--- config.mk ---
export PLATFORM = sky130hd
export DESIGN_NAME = mii_rx_decoder
export DESIGN_NICKNAME = d
export VERILOG_FILES = /design/src/rtl/mii_rx_pkg.sv /design/src/rtl/mii_sym_decode.sv /design/src/rtl/mii_rx_fsm.sv /design/src/rtl/mii_rx_decoder.sv
export SDC_FILE = /design/constraint.sdc
export NUM_CORES = 1
export LEC_CHECK = 0
export BUFFER_PORTS_ARGS = -buffer_cell sky130_fd_sc_hd__buf_2
export CORE_UTILIZATION = 25
export DETAILED_ROUTE_END_ITERATION = 7
export PLACE_DENSITY = 0.52
export SLEW_MARGIN = 15
export SYNTH_ARGS = -nofsm -noshare
export SYNTH_HDL_FRONTEND = slang
export SYNTH_SLANG_ARGS = --single-unit
export TNS_END_PERCENT = 1
--- constraint.sdc ---
create_clock -name clk -period 0.8 [get_ports clk]
set_input_delay 0.08 -clock clk [delete_from_list [all_inputs] [get_ports clk]]
set_output_delay 0.08 -clock clk [all_outputs]
set_load 0.1 [all_outputs]
--- src/rtl/mii_rx_pkg.sv ---
package mii_rx_pkg;
  localparam int CODE_W = 5;
  localparam int NIB_W  = 4;

  localparam logic [CODE_W-1:0] GRP_IDLE = 5'b11111;
  localparam logic [CODE_W-1:0] GRP_J    = 5'b11000;
  localparam logic [CODE_W-1:0] GRP_K    = 5'b10001;
  localparam logic [CODE_W-1:0] GRP_T    = 5'b01101;
  localparam logic [CODE_W-1:0] GRP_R    = 5'b00111;
  localparam logic [CODE_W-1:0] GRP_H    = 5'b00100;

  localparam logic [NIB_W-1:0] SOF_NIB = 4'b0101;

  typedef enum logic [2:0] {
    SYM_DATA, SYM_IDLE, SYM_J, SYM_K, SYM_T, SYM_R, SYM_HALT, SYM_BAD
  } sym_e;

  typedef enum logic [1:0] {
    ST_IDLE, ST_GOT_J, ST_PKT, ST_GOT_T
  } rx_st_e;
endpackage

--- src/rtl/mii_sym_decode.sv ---
module mii_sym_decode
  import mii_rx_pkg::*;
(
  input  logic [CODE_W-1:0] code,
  output sym_e              kind,
  output logic [NIB_W-1:0]  nib
);
  always_comb begin
    kind = SYM_DATA;
    nib  = '0;
    unique case (code)
      5'b11110: nib = 4'h0;
      5'b01001: nib = 4'h1;
      5'b10100: nib = 4'h2;
      5'b10101: nib = 4'h3;
      5'b01010: nib = 4'h4;
      5'b01011: nib = 4'h5;
      5'b01110: nib = 4'h6;
      5'b01111: nib = 4'h7;
      5'b10010: nib = 4'h8;
      5'b10011: nib = 4'h9;
      5'b10110: nib = 4'hA;
      5'b10111: nib = 4'hB;
      5'b11010: nib = 4'hC;
      5'b11011: nib = 4'hD;
      5'b11100: nib = 4'hE;
      5'b11101: nib = 4'hF;
      GRP_IDLE: kind = SYM_IDLE;
      GRP_J:    kind = SYM_J;
      GRP_K:    kind = SYM_K;
      GRP_T:    kind = SYM_T;
      GRP_R:    kind = SYM_R;
      GRP_H:    kind = SYM_HALT;
      default:  kind = SYM_BAD;
    endcase
  end
endmodule

--- src/rtl/mii_rx_fsm.sv ---
module mii_rx_fsm
  import mii_rx_pkg::*;
(
  input  logic             clk,
  input  logic             rst_n,
  input  logic             sync_ok,
  input  sym_e             kind,
  input  logic [NIB_W-1:0] nib,
  output rx_st_e           st_q,
  output logic [NIB_W-1:0] d_q,
  output logic             dv_q,
  output logic             er_q
);
  rx_st_e           st_d;
  logic [NIB_W-1:0] d_d;
  logic             dv_d;
  logic             er_d;
  logic             upd_en;

  // next-state and output decode
  always_comb begin
    st_d = st_q;
    d_d  = '0;
    dv_d = 1'b0;
    er_d = 1'b0;
    if (!sync_ok) begin
      st_d = ST_IDLE;
    end else begin
      unique case (st_q)
        ST_IDLE: begin
          if (kind == SYM_J) st_d = ST_GOT_J;
        end
        ST_GOT_J: begin
          if (kind == SYM_K) begin
            st_d = ST_PKT;
            dv_d = 1'b1;
            d_d  = SOF_NIB;
          end else begin
            st_d = ST_IDLE;
          end
        end
        ST_PKT: begin
          if (kind == SYM_DATA) begin
            dv_d = 1'b1;
            d_d  = nib;
          end else if (kind == SYM_T) begin
            st_d = ST_GOT_T;
          end else begin
            dv_d = 1'b1;
            er_d = 1'b1;
          end
        end
        ST_GOT_T: begin
          st_d = ST_IDLE;
          if (kind != SYM_R) begin
            dv_d = 1'b1;
            er_d = 1'b1;
          end
        end
        default: st_d = ST_IDLE;
      endcase
    end
  end

  assign upd_en = 1'b1;

  always_ff @(posedge clk or negedge rst_n) begin
    if (!rst_n) begin
      st_q <= ST_IDLE;
      d_q  <= '0;
      dv_q <= 1'b0;
      er_q <= 1'b0;
    end else if (upd_en) begin
      st_q <= st_d;
      d_q  <= d_d;
      dv_q <= dv_d;
      er_q <= er_d;
    end
  end
endmodule

--- src/rtl/mii_rx_decoder.sv ---
module mii_rx_decoder
  import mii_rx_pkg::*;
#(
  parameter int RST_STAGES = 2
) (
  input  logic              clk,
  input  logic              rst_n,
  input  logic              sync_ok,
  input  logic [CODE_W-1:0] code_in,
  output logic [NIB_W-1:0]  rxd,
  output logic              rx_dv,
  output logic              rx_er
);
  logic [RST_STAGES-1:0] rst_pipe;
  logic                  rst_q_n;
  sym_e                  kind;
  logic [NIB_W-1:0]      nib;
  rx_st_e                st_q;
  logic [NIB_W-1:0]      d_q;
  logic                  dv_q;
  logic                  er_q;

  // asynchronous assert, synchronous release
  always_ff @(posedge clk or negedge rst_n) begin
    if (!rst_n) rst_pipe <= '0;
    else        rst_pipe <= {rst_pipe[RST_STAGES-2:0], 1'b1};
  end
  assign rst_q_n = rst_pipe[RST_STAGES-1];

  mii_sym_decode dec_i (
    .code (code_in),
    .kind (kind),
    .nib  (nib)
  );

  mii_rx_fsm fsm_i (
    .clk     (clk),
    .rst_n   (rst_q_n),
    .sync_ok (sync_ok),
    .kind    (kind),
    .nib     (nib),
    .st_q    (st_q),
    .d_q     (d_q),
    .dv_q    (dv_q),
    .er_q    (er_q)
  );

  // lock loss masks the interface in the same cycle
  assign rxd   = sync_ok ? d_q : '0;
  assign rx_dv = dv_q & sync_ok;
  assign rx_er = er_q & sync_ok;
endmodule

=== Yosys cells after proc, flatten, opt, wreduce, memory -nomap -nowiden ===
Cells that the tools add are included.

* Flip-flop bits (word level): 10
* Latch bits: 0
* Bits in writable memories: 0
* ROM bits: 0
* Memories: 0

* Add/sub/neg operators: 0
* $mul: 0
* Div/mod/pow operators: 0
* Order comparisons: 0
* Equal/unequal tests: 32
* Shift-type cells: 0
* Mux-type cells: 22
* Bitwise gates (word level): 2
* Reductions and logical operators: 4

{| class="wikitable"
|+ Operators with widths
! operator !! number
|-
| == test 5 bit, second input constant || 14
|-
| one-hot mux 4 bit (15 select lines) || 1
|-
| == test 5 x 4 -> 1 bit, second input constant || 6
|-
| one-hot mux 3 bit (7 select lines) || 1
|-
| OR reduction 16 bit || 1
|-
| 2-to-1 mux 4 bit || 3
|-
| == test 5 x 3 -> 1 bit, second input constant || 2
|-
| 2-to-1 mux 2 bit || 5
|-
| one-hot mux 2 bit (4 select lines) || 1
|-
| one-hot mux 4 bit (2 select lines) || 1
|-
| 2-to-1 mux 1 bit || 7
|-
| == test 3 x 2 -> 1 bit, second input constant || 2
|-
| != test 3 x 2 -> 1 bit, second input constant || 2
|-
| != test 3 bit, second input constant || 2
|-
| == test 2 bit, second input constant || 2
|-
| == test 3 bit, second input constant || 1
|-
| logical NOT 3 bit || 1
|-
| 2-to-1 mux 3 bit || 1
|-
| one-hot mux 1 bit (3 select lines) || 1
|-
| AND reduction 3 bit || 1
|-
| bitwise AND 1 bit || 2
|-
| == test 2 x 1 -> 1 bit, second input constant || 1
|-
| logical NOT 2 bit || 1
|-
| one-hot mux 1 bit (2 select lines) || 1
|}

=== Depth between registers and ports, before layout ===
Gate-level depths: netlist of the first run.

* Depth in word-level cells: 8
* Mapped depth: 6
* Mapped depth without buffers: 6

=== By module ===
Synthesis of the first run repeated with hierarchy kept, for this count alone.

* Cells, all modules: 93
* Area, all modules: 882.1 um^2

{| class="wikitable"
|+ By module, submodules not included
! module !! times used !! cells each !! area each (um^2) !! sequential area each (um^2)
|-
| mii_rx_fsm || 1 || 48 || 530.5 || 200.2
|-
| mii_sym_decode || 1 || 36 || 260.2 || 0.0
|-
| mii_rx_decoder || 1 || 9 || 91.3 || 50.0
|}

=== Worst setup path before layout of the first run ===
OpenSTA, ideal clock, no wires.

* Path type: reg-to-reg
* Start: register fsm_i.st_q[1]
* End: register fsm_i.st_q[1]
* Data arrival time: 1.261 ns
* Setup slack: -0.540 ns
* Cell stages (with the launch flop): 7
* Buffers on the path: 0
* Clock period less this slack: 1.340 ns
* Cells stage by stage: dfrtp_1 -> inv_1 -> ha_1 -> nand2_1 -> or3_4 -> or2_0 -> mux2i_1

* Cells in the longest elaborated chain, start to end: 3
* Elaborated cells between the ends (all ways): 10
* Classes of those cells: 6 x eq/ne; 2 x mux; 2 x reduce/logical

{| class="wikitable"
|+ RTL lines
! what !! RTL line !! RTL
|-
| start, declared || mii_rx_fsm.sv:9 || <nowiki>output rx_st_e st_q,</nowiki>
|-
| start signal, assigned || mii_rx_fsm.sv:74 || <nowiki>st_q <= st_d;</nowiki>
|-
| == test 2 bit, or another cell as far along || mii_rx_fsm.sv:29 || <nowiki>unique case (st_q)</nowiki>
|-
| one-hot mux 2 bit (4 select lines), or another cell as far along || mii_rx_fsm.sv:29 ||
|-
| 2-to-1 mux 2 bit / AND reduction 3 bit (equally long branches) || n/a ||
|}

Parallel ways exist; a longest one is shown, timed or not.
A chain may end at the register's enable or synchronous reset.

=== Worst setup path in the final report of the first run ===
Ends and elaborated chain as after synthesis.

==> flow_summary_export.csv, run 1 <==
group,metric,value,unit
global_route,grt_max_degree,12,
logic_synthesis,syn_nets,81,
setup_path,critPathMaxFanout,3,
logic_synthesis,synth_flop_cell,"dfrtp_1",
status,outcome,"finished with violations",
global_route,grt_overflow,0,
timing,setup_viol,14,
timing,tns,-4.99,ns
setup_path,r2r_setup_slack,-0.61,ns
timing,finClkSkew,0.00422,ns
placed_design,gp_congestion,0.777,
layout,num-fill-cells,213,
logic_synthesis,yosysSeqAreaShare,0.400,
die,rows,17,
global_route,grt_usage,0.111,
timing,timing.final.crit_share,1.76,
route,detail_route.first_pass.iterations,5,
timing,hold_ws,0.125,ns
die,die_area,0.00271,mm²
logic_synthesis,yosysMostFrequentCell,"dfrtp_1",
job,drv_cap,0,
setup_path,timing.rr.end,"fsm_i.st_q[1]",
power_and_ir_drop,irDropWorstVdd,0.365,mV
die,die_x,52.0,µm
logic_synthesis,ys_seq_elements,10,
timing,rsz0062_at_grt,"yes",
cts,clock_path_buffers,2,
cts,cts_sinks,10,
status,failed_checks,"setup timing",
cts,root_buffer,"clkbuf_4",
route,wl,1.33,mm
route,avgRoutedWirePerCell,10.8,µm
cts,cts_tree,"yes",
setup_path,path_cells,"inv_2, ha_4, nand2_1, or3_4, or2_0, mux2i_1",
logic_synthesis,synthDistinctLibCells,28,
route,num_vias,586,
layout,diodes,0,
setup_path,worstPathRequired,0.98,ns
route,first_iter_violations,12,
logic_synthesis,syn_area_per_cell,9.07,µm²
logic_synthesis,ys.warnings.count,0,
timing,period_minus_slack,1.41,ns
setup_path,start_kind,"register",
timing,clock.fmax,711,MHz
global_route,grt_pass1_vias,515,
route,postRouteAntennaNets,0,
timing,slew_viol_final,0,
cts,cts_made_buffers,3,
timing,hold_viol,0,
setup_path,r2r_cells,6,
die,die-height,52.0,µm
setup_path,path_delay_family,"simple AND/OR/NAND/NOR gates",
logic_synthesis,synth_common_cells,"10 x dfrtp_1, 7 x nand2_1, 6 x and2_1",
setup_path,crit_buf_inv,1,
cts,path_clk_slew,0.06,ns
worst_hold_path,hold_class,"register to async pin",
setup_path,cp_slowest_cell,"dfrtp_1",
logic_synthesis,synth_edf_count,0,
power_and_ir_drop,p_leak,0.446,nW
logic_synthesis,postSynth.asyncResetShare,1.00,
layout,area_growth,59.4,%
global_route,antenna_found_initial,0,
timing,worst_slack,-0.606,ns
layout,finalNetCount,110,
logic_synthesis,syn_inst,69,
cts,insertion_delay,0.25,ns
logic_synthesis,ys_top_cells_by_area,"dfrtp_1 40%, ha_1 8.0%, and2_1 6.0%",
die,pin_count,14,
global_route,grt_pass1_wl,2.18,mm
setup_path,cp-end-kind,"register",
die,start_util,0.275,
logic_synthesis,yosysTopAreaCell,"dfrtp_1",
logic_synthesis,syn_area,626,µm²
setup_path,slowest_delay,0.39,ns
layout,drive_above_1_share,0.479,
setup_path,path_class,"register to register",
setup_path,worstPathArrival,1.58,ns
setup_path,rr_startpoint,"fsm_i.st_q[1]",
logic_synthesis,yosysTopAreaCellShare,0.400,
power_and_ir_drop,power_density,1080,mW/mm²
die,coreArea,0.00228,mm²
cts,cts_max_level,1,
placed_design,dpl.hpwl,1.00,mm
route,detail_route.vias_per_cell,4.73,
route,drc,0,
placed_design,port_buffers,13,
## registers in the layout, summed over array words and instances, names as in the netlist
name / count
fsm_i.dv_q: 1
fsm_i.er_q: 1
fsm_i.d_q: 4
rst_pipe: 2
fsm_i.st_q: 2
## worst max path at each step
stage,cells after the start,to,start
final,6,fsm_i.st_q[1],fsm_i.st_q[1]
after global routing,6,fsm_i.st_q[1],fsm_i.st_q[1]
after CTS,6,fsm_i.st_q[1],fsm_i.st_q[1]
after detailed placement,5,fsm_i.st_q[1],code_in[1]
after global placement,5,fsm_i.st_q[1],code_in[1]
after floorplan,6,fsm_i.st_q[1],fsm_i.st_q[1]
## worst reg2reg max path, cell delays in order, from the launching register on
cell and delay, ns:
dfrtp_1 0.39, inv_2 0.08, ha_4 0.12, nand2_1 0.04, or3_4 0.33, or2_0 0.22
mux2i_1 0.13
## where the power goes
part	internal (mW)	switching, mW
Combinational	0.112	0.111
Sequential	0.519	0.0193
Clock	0.172	0.143
## cell usage in the layout (no fill, tap or decap)
cell type	instances
inv_1	3
a21oi_2	1
a311oi_1	1
o21ai_0	3
dfrtp_2	1
nand3_1	3
and2_4	6
nand3b_1	1
conb_1	1
mux2i_1	1
or2_0	1
and3_1	2
clkbuf_4	3
a31oi_1	2
o211ai_1	1
and3_4	1
nand2b_1	1
or3b_1	1
buf_12	6
buf_2	7
dfrtp_1	9
o31ai_2	1
buf_4	14
nand2_1	7
xnor2_1	3
nor3b_1	1
a21oi_1	2
a211o_1	1
o21ai_1	2
ha_4	3
dlygate4sd3_1	1
inv_2	2
o221ai_1	1
or3_4	1
nor2_1	1
ha_1	1
## layout make-up
| class | count | area (µm²) | area share |
|---|---|---|---|
| clock buffer | 3 | 22.5 | 0.0226 |
| inverter | 5 | 18.8 | 0.0188 |
| multi-input combinational | 50 | 399 | 0.400 |
| sequential | 10 | 251 | 0.252 |
| tap | 28 | 35.0 | 0.0351 |
| timing repair buffer | 28 | 270 | 0.271 |
## kinds of logic after synthesis
kind of cell / after synthesis / share of synthesized area
simple gates: 26 / 0.238
compound gates: 15 / 0.150
flops: 10 / 0.400
buf+inv: 9 / 0.0680
fa+ha+maj: 4 / 0.0800
xor+xnor: 3 / 0.0420
other cells: 1 / 0.00599
mux: 1 / 0.0160
## timing repair
item	in CTS	in global routing
pin swaps	1	1
hold endpoints to repair	2	0
resized for setup	13	6
hold buffers	1	0
endpoints found under the setup margin	14	14
buffers inserted	0	0
## per-layer routing
layer,share of wire,vias up,GRT usage
li1,-,293,-
met1,0.43,276,0.140
met3,0.034,2,0.0175
met2,0.52,15,0.169
met5,0,-,0
met4,0.020,0,0.0811
## per-stage QoR
stage | cell area [µm²] | power [mW] | worst slack [ns] | utilization | instances
after floorplan | 626 | 0.640 | -0.540 | - | 69
after global placement | 897 | 0.730 | -0.558 | 0.394 | 120
after detailed placement | 897 | 0.731 | -0.596 | 0.394 | 120
after CTS | 967 | 1.07 | -0.596 | 0.425 | 124
after global routing | 997 | 1.15 | -0.692 | 0.438 | 124
final | 997 | 1.08 | -0.606 | 0.438 | 124
Power figures use the tool's default switching activity.
==> inputs of run 2 (changes only) <==
==> constraint.sdc (replaced) <==
create_clock -name clk -period 1.8 [get_ports clk]
set_input_delay 0.18 -clock clk [delete_from_list [all_inputs] [get_ports clk]]
set_output_delay 0.18 -clock clk [all_outputs]
set_load 0.1 [all_outputs]
==> run 2 against run 1 <==
The flow now finishes without violations. Via count fell by 13%. Cell count fell by 10%. Critical path depth fell by 1. Flip-flop and latch count did not move. Clock skew fell by 0.0022 ns. Final area fell by 25%. Hold slack got worse by 0.0041 ns. Combinational power fell by 72%. Critical endpoint is now fsm_i.d_q[0]. Largest power group unchanged.
==> flow_summary_export.csv, run 2 (synthesized netlist as in run 1, its figures left out) <==
group,metric,value,unit
placed_design,dp_cells,106,
route,avgRoutedWirePerCell,9.92,µm
layout,diodes,0,
die,start_util,0.275,
timing,period_minus_slack,1.46,ns
cts,cts_resized,0,
setup_path,start_kind,"register",
setup_path,cp_num_cells,5,
layout,regArea,250,µm²
layout,fin_area,748,µm²
power_and_ir_drop,power_density,655,mW/mm²
layout,mostFrequentLayoutCells,"13 x buf_2, 10 x dfrtp_1, 7 x nand2_1, 6 x and2_1",
cts,root_buffer,"clkbuf_4",
route,drc,0,
route,detail_route.vias_per_cell,4.58,
route,num_vias,508,
setup_path,worstPathArrival,1.63,ns
die,die_area,0.00271,mm²
global_route,antenna_found_initial,0,
timing,setup_viol,0,
die,pin_count,14,
global_route,grt_usage,0.0948,
setup_path,r2r_setup_slack,0.34,ns
die,die-height,52.0,µm
setup_path,cp-end-kind,"register",
power_and_ir_drop,p_leak,0.363,nW
die,rows,17,
route,wl,1.10,mm
job,drv_cap,0,
timing,hold_ws,0.121,ns
setup_path,path_delay_family,"compound AO/OA/AOI/OAI gates",
timing,tns,0,ns
cts,clock_path_buffers,2,
setup_path,crit_path_start,"fsm_i.st_q[0]",
setup_path,crit_buf_inv,1,
global_route,grt_overflow,0,
cts,insertion_delay,0.25,ns
layout,top_register,"fsm_i.d_q",
placed_design,dp_slack,0.260,ns
layout,multi_input_area,333,µm²
setup_path,worstPathRequired,1.97,ns
layout,largest_reg_flops,4,
route,first_iter_violations,4,
global_route,grt_pass1_wl,1.88,mm
setup_path,critPathMaxFanout,7,
setup_path,cp_slowest_cell,"dfrtp_1",
placed_design,port_buffers,13,
route,detail_route.first_pass.iterations,3,
layout,mostFrequentLayoutCell,"buf_2",
setup_path,crit_end,"fsm_i.d_q[0]",
placed_design,placed_cell_area,702,µm²
global_route,grt_max_degree,12,
die,die_x,52.0,µm
cts,cts_tree,"yes",
timing,clock.fmax,685,MHz
setup_path,r2r_cells,5,
route,postRouteAntennaNets,0,
die,coreArea,0.00228,mm²
timing,timing.final.crit_share,0.811,
layout,num-fill-cells,244,
timing,rsz0062_at_grt,"no",
setup_path,rr_startpoint,"fsm_i.st_q[0]",
timing,hold_viol,0,
cts,path_clk_slew,0.06,ns
layout,finalNetCount,96,
placed_design,dpl.hpwl,890,µm
cts,cts_made_buffers,3,
placed_design,gp_congestion,0.737,
timing,worst_slack,0.340,ns
timing,finClkSkew,0.00202,ns
setup_path,timing.rr.end,"fsm_i.d_q[0]",
layout,final_cells,111,
cts,cts_max_level,1,
layout,area_growth,19.6,%
timing,slew_viol_final,0,
global_route,grt_pass1_vias,423,
power_and_ir_drop,irDropWorstVdd,0.193,mV
status,outcome,"complete, no violations",
setup_path,slowest_delay,0.42,ns
layout,drive_above_1_share,0.217,
cts,cts_sinks,10,
worst_hold_path,hold_class,"register to async pin",
layout,largestRegisters,"fsm_i.d_q: 4 flops, fsm_i.st_q: 2 flops, rst_pipe: 2 flops",
setup_path,path_class,"register to register",
setup_path,path_cells,"inv_1, ha_1, nand2_1, a211o_1, a31oi_1",
run 2: cell count changes in the layout (fill, tap and decap cells not counted), moves of 3 or more:
cell    previous run  this run
and2_1             0         6
and2_4             6         0
buf_12             6         0
buf_2              7        13
buf_4             14         0
ha_1               1         4
ha_4               3         0
run 2: final cells by class:
type | count | share of cell area
multi-input cells | 50 | 0.445
clock buffers | 4 | 0.0485
repair buffers | 14 | 0.100
inverters | 5 | 0.0251
well taps | 28 | 0.0468
flip-flops and latches | 10 | 0.334
run 2: per-layer routing:
metal / vias up / wire [µm] / track usage
met3: 4 / 33 / 0.0175
met5: - / 0 / 0
met2: 12 / 486 / 0.130
met4: 0 / 25 / 0.0541
met1: 230 / 554 / 0.135
li1: 262 / - / -
run 2: worst reg2reg max path, stage by stage, from the launching register on:
cell and delay, ns:
dfrtp_1 0.42, inv_1 0.11, ha_1 0.30, nand2_1 0.08
a211o_1 0.28, a31oi_1 0.17
run 2: stage by stage:
stage               total power [mW]  utilization
finish                         0.490        0.329
global route                   0.518        0.329
CTS                            0.498        0.329
detailed placement             0.303        0.308
global placement               0.301        0.308
floorplan                      0.284            -
run 2: what timing repair did:
| action | 4_1_cts | 5_1_grt |
|---|---|---|
| buffers inserted | 0 | 0 |
| hold endpoints to repair | 2 | 0 |
| hold buffers | 1 | 0 |
run 2: worst min-delay path by stage:
stage / startpoint / end
floorplan: rst_n / rst_pipe[0]
global placement: rst_n / rst_pipe[1]
detailed placement: rst_n / rst_pipe[1]
CTS: rst_pipe[1] / fsm_i.st_q[0]
global route: rst_pipe[1] / fsm_i.st_q[0]
finish: rst_pipe[1] / fsm_i.st_q[0]
run 2: report_power, final:
| part | leakage [nW] | total (mW) | internal, mW | switching [mW] |
|---|---|---|---|---|
| Combinational | 0.208 | 0.0616 | 0.0250 | 0.0366 |
| Clock | 0.0210 | 0.191 | 0.122 | 0.0686 |
| Sequential | 0.135 | 0.237 | 0.230 | 0.00727 |
| Total | 0.363 | 0.490 | 0.377 | 0.112 |
